File: config.mk
export PLATFORM = sky130hd
export DESIGN_NAME = fan_tach_monitor
export DESIGN_NICKNAME = d
export VERILOG_FILES = /design/src/rtl/fan_tach_pkg.sv /design/src/rtl/fan_tach_ctrl.sv /design/src/rtl/fan_tach_datapath.sv /design/src/rtl/fan_tach_monitor.sv
export SDC_FILE = /design/constraint.sdc
export NUM_CORES = 1
export LEC_CHECK = 0
export BUFFER_PORTS_ARGS = -buffer_cell sky130_fd_sc_hd__buf_4
export CAP_MARGIN = 20
export CELL_PAD_IN_SITES_DETAIL_PLACEMENT = 1
export CELL_PAD_IN_SITES_GLOBAL_PLACEMENT = 1
export CORE_UTILIZATION = 40
export DETAILED_ROUTE_END_ITERATION = 7
export GPL_TIMING_DRIVEN = 0
export PLACE_DENSITY_LB_ADDON = 0.12
export SLEW_MARGIN = 0
export SYNTH_ARGS = -nofsm -noshare
export SYNTH_HDL_FRONTEND = slang
export SYNTH_SLANG_ARGS = --single-unit
File: constraint.sdc
create_clock -name clk -period 3.34 [get_ports clk]
set_clock_uncertainty 0.15 [all_clocks]
set_input_delay 0.167 -clock clk [delete_from_list [all_inputs] [get_ports clk]]
set_output_delay 0.167 -clock clk [all_outputs]
set_load 0.005 [all_outputs]
File: src/rtl/fan_tach_pkg.sv
package fan_tach_pkg;

  // Strobes sent from the control half to the datapath half.
  typedef struct packed {
    logic clrCount;   // a period boundary: restart the running count
    logic incCount;   // one count tick has elapsed
    logic latchCount; // store the running count (the period is complete)
  } tachStrobes_t;

  function automatic logic maj3(input logic [2:0] v);
    return (v[0] & v[1]) | (v[0] & v[2]) | (v[1] & v[2]);
  endfunction

endpackage

File: src/rtl/fan_tach_ctrl.sv
module fan_tach_ctrl
  import fan_tach_pkg::*;
#(
  parameter int BASE_DIV = 2778,
  parameter int MAX_SHIFT = 3
) (
  input  logic         clk,
  input  logic         rstN,
  input  logic         tachIn,
  input  logic [1:0]   divSel,
  output tachStrobes_t strb
);

  localparam int MAX_LEN = BASE_DIV << MAX_SHIFT;
  localparam int PRE_W   = $clog2(MAX_LEN);

  logic             syncA, syncB;
  logic [2:0]       hist;
  logic             filt, filtPrev;
  logic             armed;
  logic [PRE_W-1:0] presc;
  logic [PRE_W:0]   tickLen;
  logic             rise, tick;

  // Input synchroniser and three-sample majority filter.
  always_ff @(posedge clk or negedge rstN) begin
    if (!rstN) begin
      syncA    <= 1'b0;
      syncB    <= 1'b0;
      hist     <= '0;
      filt     <= 1'b0;
      filtPrev <= 1'b0;
    end else begin
      syncA    <= tachIn;
      syncB    <= syncA;
      hist     <= {hist[1:0], syncB};
      filt     <= maj3(hist);
      filtPrev <= filt;
    end
  end

  assign rise = filt & ~filtPrev;

  // Prescaler length in system cycles for the chosen divisor.
  always_comb begin
    tickLen = (PRE_W+1)'(BASE_DIV) << divSel;
  end

  assign tick = ({1'b0, presc} == (tickLen - (PRE_W+1)'(1)));

  // The prescaler restarts at every period boundary, so the count is
  // exact and does not depend on the prescaler phase.
  always_ff @(posedge clk or negedge rstN) begin
    if (!rstN) begin
      presc <= '0;
      armed <= 1'b0;
    end else begin
      if (rise || tick) presc <= '0;
      else              presc <= presc + 1'b1;
      if (rise) armed <= 1'b1;
    end
  end

  always_comb begin
    strb.clrCount   = rise;
    strb.incCount   = tick & ~rise;
    strb.latchCount = rise & armed;
  end

endmodule

File: src/rtl/fan_tach_datapath.sv
module fan_tach_datapath
  import fan_tach_pkg::*;
#(
  parameter int CNT_W = 8
) (
  input  logic             clk,
  input  logic             rstN,
  input  tachStrobes_t     strb,
  input  logic [CNT_W-1:0] limit,
  input  logic             irqMask,
  input  logic             statusClr,
  output logic [CNT_W-1:0] runCount,
  output logic [CNT_W-1:0] count,
  output logic             status,
  output logic             irq
);

  localparam logic [CNT_W-1:0] CNT_MAX = '1;

  logic atMax;
  logic meetsLimit;

  assign atMax      = (runCount == CNT_MAX);
  assign meetsLimit = (runCount >= limit);

  always_ff @(posedge clk or negedge rstN) begin
    if (!rstN) begin
      runCount <= '0;
      count    <= '0;
      status   <= 1'b0;
    end else begin
      if (strb.latchCount) count <= runCount;

      if (strb.clrCount)                runCount <= '0;
      else if (strb.incCount && !atMax) runCount <= runCount + 1'b1;

      // A store that meets the limit has priority over a clear.
      if (strb.latchCount && meetsLimit) status <= 1'b1;
      else if (statusClr)                status <= 1'b0;
    end
  end

  assign irq = status & ~irqMask;

endmodule

File: src/rtl/fan_tach_monitor.sv
module fan_tach_monitor
  import fan_tach_pkg::*;
#(
  parameter int CNT_W    = 8,
  parameter int BASE_DIV = 2778
) (
  input  logic             clk,
  input  logic             rstN,
  input  logic             tachIn,
  input  logic [1:0]       divSel,
  input  logic [CNT_W-1:0] limit,
  input  logic             irqMask,
  input  logic             statusClr,
  output logic [CNT_W-1:0] count,
  output logic             status,
  output logic             irq
);

  tachStrobes_t     strb;
  logic [CNT_W-1:0] runCount;

  fan_tach_ctrl #(
    .BASE_DIV (BASE_DIV),
    .MAX_SHIFT(3)
  ) u_ctrl (
    .clk   (clk),
    .rstN  (rstN),
    .tachIn(tachIn),
    .divSel(divSel),
    .strb  (strb)
  );

  fan_tach_datapath #(
    .CNT_W(CNT_W)
  ) u_dp (
    .clk      (clk),
    .rstN     (rstN),
    .strb     (strb),
    .limit    (limit),
    .irqMask  (irqMask),
    .statusClr(statusClr),
    .runCount (runCount),
    .count    (count),
    .status   (status),
    .irq      (irq)
  );

endmodule

==> out/metrics.yaml, run 1 <==
worst_hold_path:
  hold_end: "u_dp.status"
  whs_path_depth: 3
  min_from: "statusClr"
  hp-class: "in -> reg"
place:
  placed_area_sq_mm: 0.002507
  place_hpwl_mm: 3.480
  post-place-ws_ns: 0.6116
  gp_congestion: 0.7883
  numPortBuffers: 24
global_route:
  grt_use_total_pct: 18.66
  overflow: 0
  grt_pass1_vias: 1748
  grt_max_degree: 41
  antenna_found_initial: 0
  grt_pass1_wl_mm: 8.597
logic_synthesis:
  seq_area_frac_synth_pct: 44.69
  synth_warnings: 0
  ys_types: 42
  synth_edf_count: 0
  postSynthNetCount: 251
  synth_area_sq_mm: 0.002240
  synth_ff_type: "dfrtp_1"
  synthCells: 218
  ys_ff_latch: 40
  async_flop_share_pct: 100.0
  synth.avg_cell_area_sq_um: 10.27
clock_tree:
  clock_sinks: 40
  cts_max_path_buffers: 2
  clkTransAtPathRegs_ns: 0.08
  numCtsBuffers: 5
  htree_levels: 2
  clockRootBuffer: "clkbuf_8"
  postCtsSetupRepairBufs: 0
  cts_tree: "yes"
  clock_latency_ns: 0.30
routing:
  first_iter_violations: 40
  wl_per_cell_microns: 15.09
  routed_wl_mm: 4.858
  postRouteAntennaNets: 0
  num_vias: 1692
  dr.pass1.iters: 4
  via_per_inst: 5.255
  drcViolationCount: 0
layout:
  final_common_cell: "dfrtp_1"
  fill_cells: 608
  final_cell_mix: "dfrtp_1, buf_4, nor2_1"
  diodes: 0
  syn2layout_area_growth_pct: 17.82
  nNetsFinal: 284
  drive_gt1_share_pct: 19.05
  multi_input_area_sq_mm: 0.001159
  seq_area_sq_mm: 0.001001
  final_area_sq_mm: 0.002639
  final_util_pct: 50.38
timing:
  finalSetupTns_ns: 0
  period_needed_ns: 2.446
  worst_pin_slew_ns: 0.5278
  post-route-period-util_pct: 73.23
  holdWs_ns: 0.04727
  max_freq_ghz: 0.4088
  finalMaxSlewViolations: 0
  relSlewSlack_pct: 64.81
  fin_ws_ns: 0.8940
  finalHoldViolations: 0
  rsz0062_at_grt: "false"
  setup_violations: 0
setup_path:
  worstPathCellList: "clkbuf_1 > a21oi_1 > nor4_4 > nand3_1 > o21ai_1 > buf_2 > nor2_1"
  r2r-end: "u_ctrl.presc[9]"
  path_class: "reg -> reg"
  reg2reg_slack_ns: 0.89
  reg2reg_depth: 7
  slowest_delay_ns: 0.49
  path_max_fanout: 10
  cp_top_family: "simple AND/OR/NAND/NOR gates"
  required_ns: 3.38
  cp-end-kind: "register"
  crit_buf_inv: 2
  start_kind: "register"
  crit_arrival_ns: 2.48
  slowest_stage: "nor4_4"
  r2r-start: "u_ctrl.presc[6]"
floorplanning:
  core_area_sq_mm: 0.005238
  placementRows: 26
  die_h_microns: 76.83
  io_pins: 25
  die_x_microns: 76.83
  dieArea_sq_mm: 0.005902
  initial_core_util_pct: 42.76
run_status:
  outcome: "complete, no violations"
job:
  max_cap_viol_count: 0
pwr:
  ir_drop_uv: 212.4
  power_density_mw_per_mm2: 417.7
  p_leak_nw: 1.247
-- timing repair --
item,4_1_cts,5_1_grt
hold buffers,2,0
resized for setup,0,0
endpoints found under the hold margin,41,0
-- cell families after synthesis --
kind of cell | synth area share, %
compound gates | 9.273
xor+xnor | 7.430
fa+ha+maj | 10.50
buf+inv | 3.575
flops | 44.69
mux | 4.414
simple gates | 20.11
-- synth_stat cells (2+ instances only) --
cell type / instances / share of area (%)
o31ai_1: 3 / 1.0
buf_4: 2 / 0.67
inv_1: 15 / 2.5
mux2i_1: 2 / 0.89
o21ai_0: 6 / 1.3
a21oi_1: 10 / 2.2
xnor2_1: 11 / 4.3
o21a_1: 2 / 0.67
a211oi_1: 2 / 0.67
nand2_1: 15 / 2.5
nor3_1: 2 / 0.45
nand2b_1: 3 / 0.84
or3_1: 4 / 1.1
nor2_1: 21 / 3.5
or4_1: 3 / 1.0
xor2_1: 8 / 3.1
nor3b_1: 2 / 0.67
dfrtp_1: 40 / 45
nand4_1: 5 / 1.4
a21o_1: 2 / 0.67
mux2_2: 7 / 3.5
and4_1: 2 / 0.78
ha_1: 18 / 10
nor2b_1: 2 / 0.56
and3_1: 4 / 1.1
nand3_1: 11 / 2.5
-- how the worst max path moves through the flow --
stage                    startpoint               end  slack, ns  cells after the start
CTS                 u_ctrl.presc[6]   u_ctrl.presc[7]       0.84                      7
global route              divSel[0]   u_ctrl.presc[7]       0.67                     10
global placement          divSel[0]  u_ctrl.presc[13]       0.67                     10
floorplan                 divSel[0]  u_dp.runCount[0]       1.20                      9
finish              u_ctrl.presc[6]   u_ctrl.presc[9]       0.89                      7
detailed placement        divSel[0]   u_ctrl.presc[9]       0.61                     10
-- state kept, by name, indices dropped and copies added (netlist names) --
signal,count
u_dp.runCount,8
u_ctrl.armed,1
u_ctrl.presc,15
u_ctrl.syncB,1
u_ctrl.filtPrev,1
u_ctrl.syncA,1
u_dp.count,8
u_dp.status,1
u_ctrl.filt,1
u_ctrl.hist,3
-- final cells by class --
class / instances / area share, %
flip-flops and latches: 40 / 37.93
plain buffers: 4 / 0.9009
well taps: 70 / 3.319
multi-input cells: 159 / 43.91
inverters: 15 / 2.134
clock buffers: 5 / 2.608
clock inverters: 3 / 1.612
repair buffers: 26 / 7.587
-- metrics by stage --
step	power, mW	std cells
floorplan	0.6458	218
finish	1.102	322
global placement	0.6985	312
CTS	1.120	322
global route	1.165	322
detailed placement	0.7058	312
-- tightest hold or removal path: cells and delay by family --
family / cells / cell delay [ns]
buffers and inverters: 1 / 0.08
and+or+nand+nor: 1 / 0.05
AOI/OAI and AO/OA: 1 / 0.17
-- power breakdown --
group / total [mW] / switching [mW] / internal, mW
combinational: 0.154 / 0.0855 / 0.0683
sequential: 0.543 / 0.0334 / 0.509
clock: 0.406 / 0.185 / 0.221
-- per-layer routing --
layer	up-vias	track usage [%]	wire, microns
met1	828	26.15	2521
met5	-	0	0
met2	31	28.57	2109
li1	827	-	-
met4	0	6.346	68
met3	6	3.690	159
Note: power is estimated with default switching activity, not from simulation.
==> run 2: changes to the inputs <==
==> constraint.sdc (replaced) <==
create_clock -name clk -period 2.3 [get_ports clk]
set_clock_uncertainty 0.15 [all_clocks]
set_input_delay 0.115 -clock clk [delete_from_list [all_inputs] [get_ports clk]]
set_output_delay 0.115 -clock clk [all_outputs]
set_load 0.005 [all_outputs]
==> run 2 against run 1 <==
Against the previous run: fmax increased by 6.5%; worst hold slack improved by 0.14 ns; largest cell class unchanged; first-iteration DRC count increased by 35%; clock-buffer cell count unchanged; largest power group unchanged; die area unchanged; non-clock buffer count increased by 8; final cell count increased by 2.5%.
==> out/metrics.yaml, run 2 (synthesis gave the netlist of run 1 again) <==
run_status:
  outcome: "complete, no violations"  # unchanged
layout:
  final_cell_mix: "dfrtp_1, buf_4, nor2_1"  # unchanged
  fill_cells: 611  # was 608
  nNetsFinal: 292  # was 284
  seq_area_sq_mm: 0.001002  # was 0.001001 sq mm
  final_common_cell: "dfrtp_1"  # unchanged
  syn2layout_area_growth_pct: 22.18  # was 17.82%
  drive_gt1_share_pct: 23.85  # was 19.05%
  diodes: 0  # unchanged
  reg_top3: "u_ctrl.presc x15, u_dp.count x8, u_dp.runCount x8"  # unchanged
  final_area_sq_mm: 0.002736  # was 0.002639 sq mm
  top_register: "u_ctrl.presc"  # unchanged
  largest_reg_flops: 15  # unchanged
  multi_input_area_sq_mm: 0.001190  # was 0.001159 sq mm
timing:
  holdWs_ns: 0.1866  # was 0.04727 ns
  post-route-period-util_pct: 99.81  # was 73.23%
  finalMaxSlewViolations: 0  # unchanged
  fin_ws_ns: 0.004315  # was 0.8940 ns
  finalHoldViolations: 0  # unchanged
  setup_violations: 0  # unchanged
  period_needed_ns: 2.296  # was 2.446 ns
  max_freq_ghz: 0.4356  # was 0.4088 GHz
  worst_pin_slew_ns: 0.5230  # was 0.5278 ns
  relSlewSlack_pct: 65.14  # was 64.81%
  rsz0062_at_grt: "true"  # was false
place:
  numPortBuffers: 24  # unchanged
  place_hpwl_mm: 3.480  # unchanged
  gp_congestion: 0.7883  # unchanged
  post-place-ws_ns: -0.3764  # was 0.6116 ns
  placed_area_sq_mm: 0.002507  # unchanged
floorplanning:
  initial_core_util_pct: 42.76  # unchanged
  dieArea_sq_mm: 0.005902  # unchanged
  die_h_microns: 76.83  # unchanged
  core_area_sq_mm: 0.005238  # unchanged
  die_x_microns: 76.83  # unchanged
  io_pins: 25  # unchanged
  placementRows: 26  # unchanged
clock_tree:
  clockRootBuffer: "clkbuf_8"  # unchanged
  clock_sinks: 40  # unchanged
  clock_latency_ns: 0.30  # about the same
  clkTransAtPathRegs_ns: 0.08  # about the same
  cts_tree: "yes"  # unchanged
  htree_levels: 2  # unchanged
  cts_max_path_buffers: 2  # unchanged
  numCtsBuffers: 5  # unchanged
global_route:
  antenna_found_initial: 0  # unchanged
  grt_use_total_pct: 18.79  # was 18.66%
  overflow: 0  # unchanged
  grt_pass1_vias: 1748  # unchanged
  grt_max_degree: 41  # unchanged
  grt_pass1_wl_mm: 8.673  # was 8.597 mm
setup_path:
  crit_arrival_ns: 2.38  # was 2.48 ns
  required_ns: 2.39  # was 3.38 ns
  cp_top_family: "simple AND/OR/NAND/NOR gates"  # unchanged
  slowest_delay_ns: 0.55  # was 0.49 ns
  path_max_fanout: 6  # was 10
  start_kind: "register"  # unchanged
  startpoint: "u_ctrl.presc[12]"  # was u_ctrl.presc[6]
  slowest_stage: "or4b_4"  # was nor4_4
  worstPathCellList: "or4b_4 > a22oi_4 > nand2_4 > or4_4 > a21oi_2"  # was clkbuf_1 > a21oi_1 > nor4_4 > nand3_1 > o21ai_1 > buf_2 > nor2_1
  crit_buf_inv: 0  # was 2
  path_class: "reg -> reg"  # unchanged
  r2r-start: "u_ctrl.presc[12]"  # was u_ctrl.presc[6]
  cp-end-kind: "register"  # unchanged
routing:
  via_per_inst: 5.215  # was 5.255
  wl_per_cell_microns: 15.25  # was 15.09 microns
  routed_wl_mm: 5.031  # was 4.858 mm
  dr.pass1.iters: 4  # unchanged
  num_vias: 1721  # was 1692
  drcViolationCount: 0  # unchanged
  first_iter_violations: 54  # was 40
  postRouteAntennaNets: 0  # unchanged
pwr:
  p_leak_nw: 1.288  # was 1.247 nW
  power_density_mw_per_mm2: 592.4  # was 417.7 mW/mm^2
  ir_drop_uv: 316.3  # was 212.4 uV
job:
  max_cap_viol_count: 0  # unchanged
worst_hold_path:
  hp-class: "in -> async"  # was in -> reg
[run 2: metrics by stage]
step           setup TNS (ns)  power (mW)  cells  util [%]
2_1_floorplan               0      0.9377    218         -
3_3_place_gp           -4.561       1.014    312     47.87
3_5_place_dp           -5.700       1.025    312     47.87
4_1_cts                     0       1.638    324     51.08
5_1_grt               -0.2866       1.711    330     52.25
6_report                    0       1.621    330     52.25
[run 2: worst reg2reg max path: stages, from the launching register on]
cell and delay, ns:
dfrtp_1 0.43, or4b_4 0.55, a22oi_4 0.31, nand2_4 0.11
or4_4 0.54, a21oi_2 0.14
[run 2: per-layer routing]
| layer | vias up | global-route usage (%) | part of all wire, % |
|---|---|---|---|
| met5 | - | 0 | 0 |
| li1 | 842 | - | - |
| met3 | 6 | 3.690 | 2.8 |
| met4 | 0 | 6.346 | 1.4 |
| met2 | 22 | 28.48 | 44 |
| met1 | 851 | 26.60 | 52 |
[run 2: power by group]
group	switching, mW	internal (mW)
Combinational	0.130	0.110
Sequential	0.0496	0.739
Clock	0.270	0.321
[run 2: path summary, 6_finish.rpt]
path,to,slack (ns),cells after the start
max in group asynchronous,u_ctrl.presc[10],1.43,2
max,u_dp.runCount[6],0.004,5
max reg2reg,u_dp.runCount[6],0.004,5
min reg2reg,u_ctrl.syncB,0.21,0
min in group clk,u_dp.status,0.20,6
min,u_dp.count[5],0.19,2
[run 2: what timing repair did]
item | CTS | global route
setup endpoints to repair | 12 | 16
gates cloned | 0 | 0
buffers inserted | 1 | 6
hold buffers | 3 | 0
gates resized for setup | 4 | 5
endpoints found under the hold margin | 42 | 0
pin swaps | 2 | 4
[run 2: final cells by class]
class,count,area share [%]
Buffer,4,0.9602
Inverter,15,2.058
Multi-Input combinational cell,159,43.48
Clock inverter,3,1.555
Sequential cell,40,36.63
Tap cell,70,3.201
Timing Repair Buffer,34,9.602
Clock buffer,5,2.515
==> run 3: changes to the inputs <==
--- a/config.mk
+++ b/config.mk
@@ -7,11 +7,10 @@
 export LEC_CHECK = 0
 export BUFFER_PORTS_ARGS = -buffer_cell sky130_fd_sc_hd__buf_4
 export CAP_MARGIN = 20
-export CELL_PAD_IN_SITES_DETAIL_PLACEMENT = 1
-export CELL_PAD_IN_SITES_GLOBAL_PLACEMENT = 1
-export CORE_UTILIZATION = 40
+export CELL_PAD_IN_SITES_DETAIL_PLACEMENT = 0
+export CELL_PAD_IN_SITES_GLOBAL_PLACEMENT = 2
+export CORE_UTILIZATION = 37
 export DETAILED_ROUTE_END_ITERATION = 7
-export GPL_TIMING_DRIVEN = 0
 export PLACE_DENSITY_LB_ADDON = 0.12
 export SLEW_MARGIN = 0
 export SYNTH_ARGS = -nofsm -noshare
==> constraint.sdc (replaced) <==
create_clock -name clk -period 2.3 [get_ports clk]
set_clock_uncertainty 0.15 [all_clocks]
set_input_delay 0.345 -clock clk [delete_from_list [all_inputs] [get_ports clk]]
set_output_delay 0.345 -clock clk [all_outputs]
set_load 0.005 [all_outputs]
==> run 3 against run 2 <==
Against the previous run: worst hold slack better by 0.017 ns; clock power increased by 3%; die area grew 7.9%; setup slack improved by 0.094 ns; via count is 3.8% lower; register-to-register slack improved by 0.11 ns; critical path depth rose by 5; cell area grew 2.5%; total power is 1.9% higher; clock-buffer cell count increased by 1; critical endpoint unchanged; largest power group unchanged.
==> out/metrics.yaml, run 3 (synthesis gave the netlist of run 1 again) <==
layout:
  final_area_sq_mm: 0.002805  # was 0.002736 sq mm
  fill_cells: 545  # was 611
  drive_gt1_share_pct: 25.37  # was 23.85%
  top_register: "u_ctrl.presc"  # unchanged
  largest_reg_flops: 15  # unchanged
  final_cell_mix: "buf_4, dfrtp_1, nor2_1"  # was dfrtp_1, buf_4, nor2_1
  nNetsFinal: 300  # was 292
  final_util_pct: 49.43  # was 52.25%
  final_common_cell: "buf_4"  # was dfrtp_1
  multi_input_area_sq_mm: 0.001174  # was 0.001190 sq mm
  diodes: 0  # unchanged
  syn2layout_area_growth_pct: 25.25  # was 22.18%
  seq_area_sq_mm: 0.001001  # was 0.001002 sq mm
  reg_top3: "u_ctrl.presc x15, u_dp.count x8, u_dp.runCount x8"  # unchanged
clock_tree:
  clock_latency_ns: 0.30  # about the same
  numCtsBuffers: 5  # unchanged
  cts_max_path_buffers: 2  # unchanged
  clkTransAtPathRegs_ns: 0.07  # was 0.08 ns
  clock_sinks: 40  # unchanged
  clockRootBuffer: "clkbuf_8"  # unchanged
  cts_tree: "yes"  # unchanged
  htree_levels: 2  # unchanged
  postCtsSetupRepairBufs: 0  # was 1
place:
  numPortBuffers: 24  # unchanged
  placed_area_sq_mm: 0.002658  # was 0.002507 sq mm
  place_hpwl_mm: 3.283  # was 3.480 mm
  gp_congestion: 0.7161  # was 0.7883
  post-place-ws_ns: -0.2274  # was -0.3764 ns
floorplanning:
  initial_core_util_pct: 39.46  # was 42.76%
  die_h_microns: 79.80  # was 76.83 microns
  die_x_microns: 79.80  # was 76.83 microns
  placementRows: 27  # was 26
  dieArea_sq_mm: 0.006368  # was 0.005902 sq mm
  core_area_sq_mm: 0.005675  # was 0.005238 sq mm
  io_pins: 25  # unchanged
timing:
  finalHoldViolations: 0  # unchanged
  rsz0062_at_grt: "false"  # was true
  setup_violations: 0  # unchanged
  worst_pin_slew_ns: 0.5124  # was 0.5230 ns
  post-route-period-util_pct: 95.72  # was 99.81%
  finalSetupTns_ns: 0  # unchanged
  max_freq_ghz: 0.4542  # was 0.4356 GHz
  relSlewSlack_pct: 65.84  # was 65.14%
  finalMaxSlewViolations: 0  # unchanged
  period_needed_ns: 2.202  # was 2.296 ns
  fin_ws_ns: 0.09836  # was 0.004315 ns
global_route:
  overflow: 0  # unchanged
  grt_max_degree: 41  # unchanged
  grt_pass1_vias: 1691  # was 1748
  grt_use_total_pct: 15.92  # was 18.79%
  antenna_found_initial: 0  # unchanged
  grt_pass1_wl_mm: 7.721  # was 8.673 mm
setup_path:
  required_ns: 2.36  # was 2.39 ns
  cp-end-kind: "register"  # unchanged
  crit_arrival_ns: 2.27  # was 2.38 ns
  start_kind: "primary input"  # was register
  path_class: "in -> reg"  # was reg -> reg
  path_max_fanout: 12  # was 6
routing:
  postRouteAntennaNets: 0  # unchanged
  routed_wl_mm: 4.452  # was 5.031 mm
  drcViolationCount: 0  # unchanged
  num_vias: 1656  # was 1721
  dr.pass1.iters: 4  # unchanged
  first_iter_violations: 46  # was 54
  via_per_inst: 4.871  # was 5.215
  wl_per_cell_microns: 13.09  # was 15.25 microns
job:
  max_cap_viol_count: 0  # unchanged
pwr:
  p_leak_nw: 1.344  # was 1.288 nW
  ir_drop_uv: 466.2  # was 316.3 uV
  power_density_mw_per_mm2: 589.1  # was 592.4 mW/mm^2
run_status:
  outcome: "complete, no violations"  # unchanged
worst_hold_path:
  hp-class: "reg -> reg"  # was in -> async
## run 3: cell type report
cell class | count | share of cell area [%]
Inverter | 15 | 2.007
Timing Repair Buffer | 46 | 12.93
Clock buffer | 6 | 2.944
Multi-Input combinational cell | 159 | 41.84
Tap cell | 72 | 3.211
Sequential cell | 40 | 35.68
Clock inverter | 2 | 1.383
## run 3: worst paths after layout
check / from / end / slack (ns) / depth (start not counted)
worst min register to register: u_ctrl.syncA / u_ctrl.syncB / 0.20 / 0
worst max-delay path: divSel[1] / u_dp.runCount[6] / 0.1 / 10
min in group asynchronous: rstN / u_dp.status / 0.40 / 2
worst max register to register: u_ctrl.presc[12] / u_dp.runCount[6] / 0.11 / 5
max in group asynchronous: rstN / u_dp.runCount[3] / 1.23 / 2
worst min-delay path: u_ctrl.syncA / u_ctrl.syncB / 0.20 / 0
## run 3: per-layer routing
layer,part of all wire (%),GRT usage (%),up-vias,routed length (microns)
met2,47,27.35,22,2104
met5,0,0,-,0
met4,0.83,4.286,0,37
met1,48,19.86,770,2158
li1,-,-,860,-
met3,3.4,3.771,4,152
## run 3: critical path, stage by stage
cell	delay [ns]
buf_4	0.11
inv_1	0.08
ha_1	0.18
inv_1	0.05
ha_1	0.29
a221oi_2	0.27
o211ai_1	0.12
buf_4	0.19
or4_1	0.47
a21oi_1	0.16
## run 3: where the power goes
part	total [mW]	switching (mW)	leakage [nW]	internal [mW]
registers	0.790	0.0509	0.533	0.739
clock network	0.607	0.252	0.0614	0.355
logic	0.255	0.127	0.750	0.128
total	1.65	0.430	1.34	1.22
## run 3: what timing repair did
item | CTS | global route
endpoints found under the setup margin | 0 | 5
endpoints found under the hold margin | 41 | 0
gates resized for setup | 0 | 1
hold buffers | 2 | 0
## run 3: metrics by stage
stage                     total power [mW]  hold slack, ns  cells
after CTS                            1.679          0.2074    340
after floorplan                     0.9398         -0.1006    218
after global placement               1.060          0.1837    330
after global routing                 1.750          0.2100    340
after detailed placement             1.057          0.1889    330
final                                1.652          0.2035    340
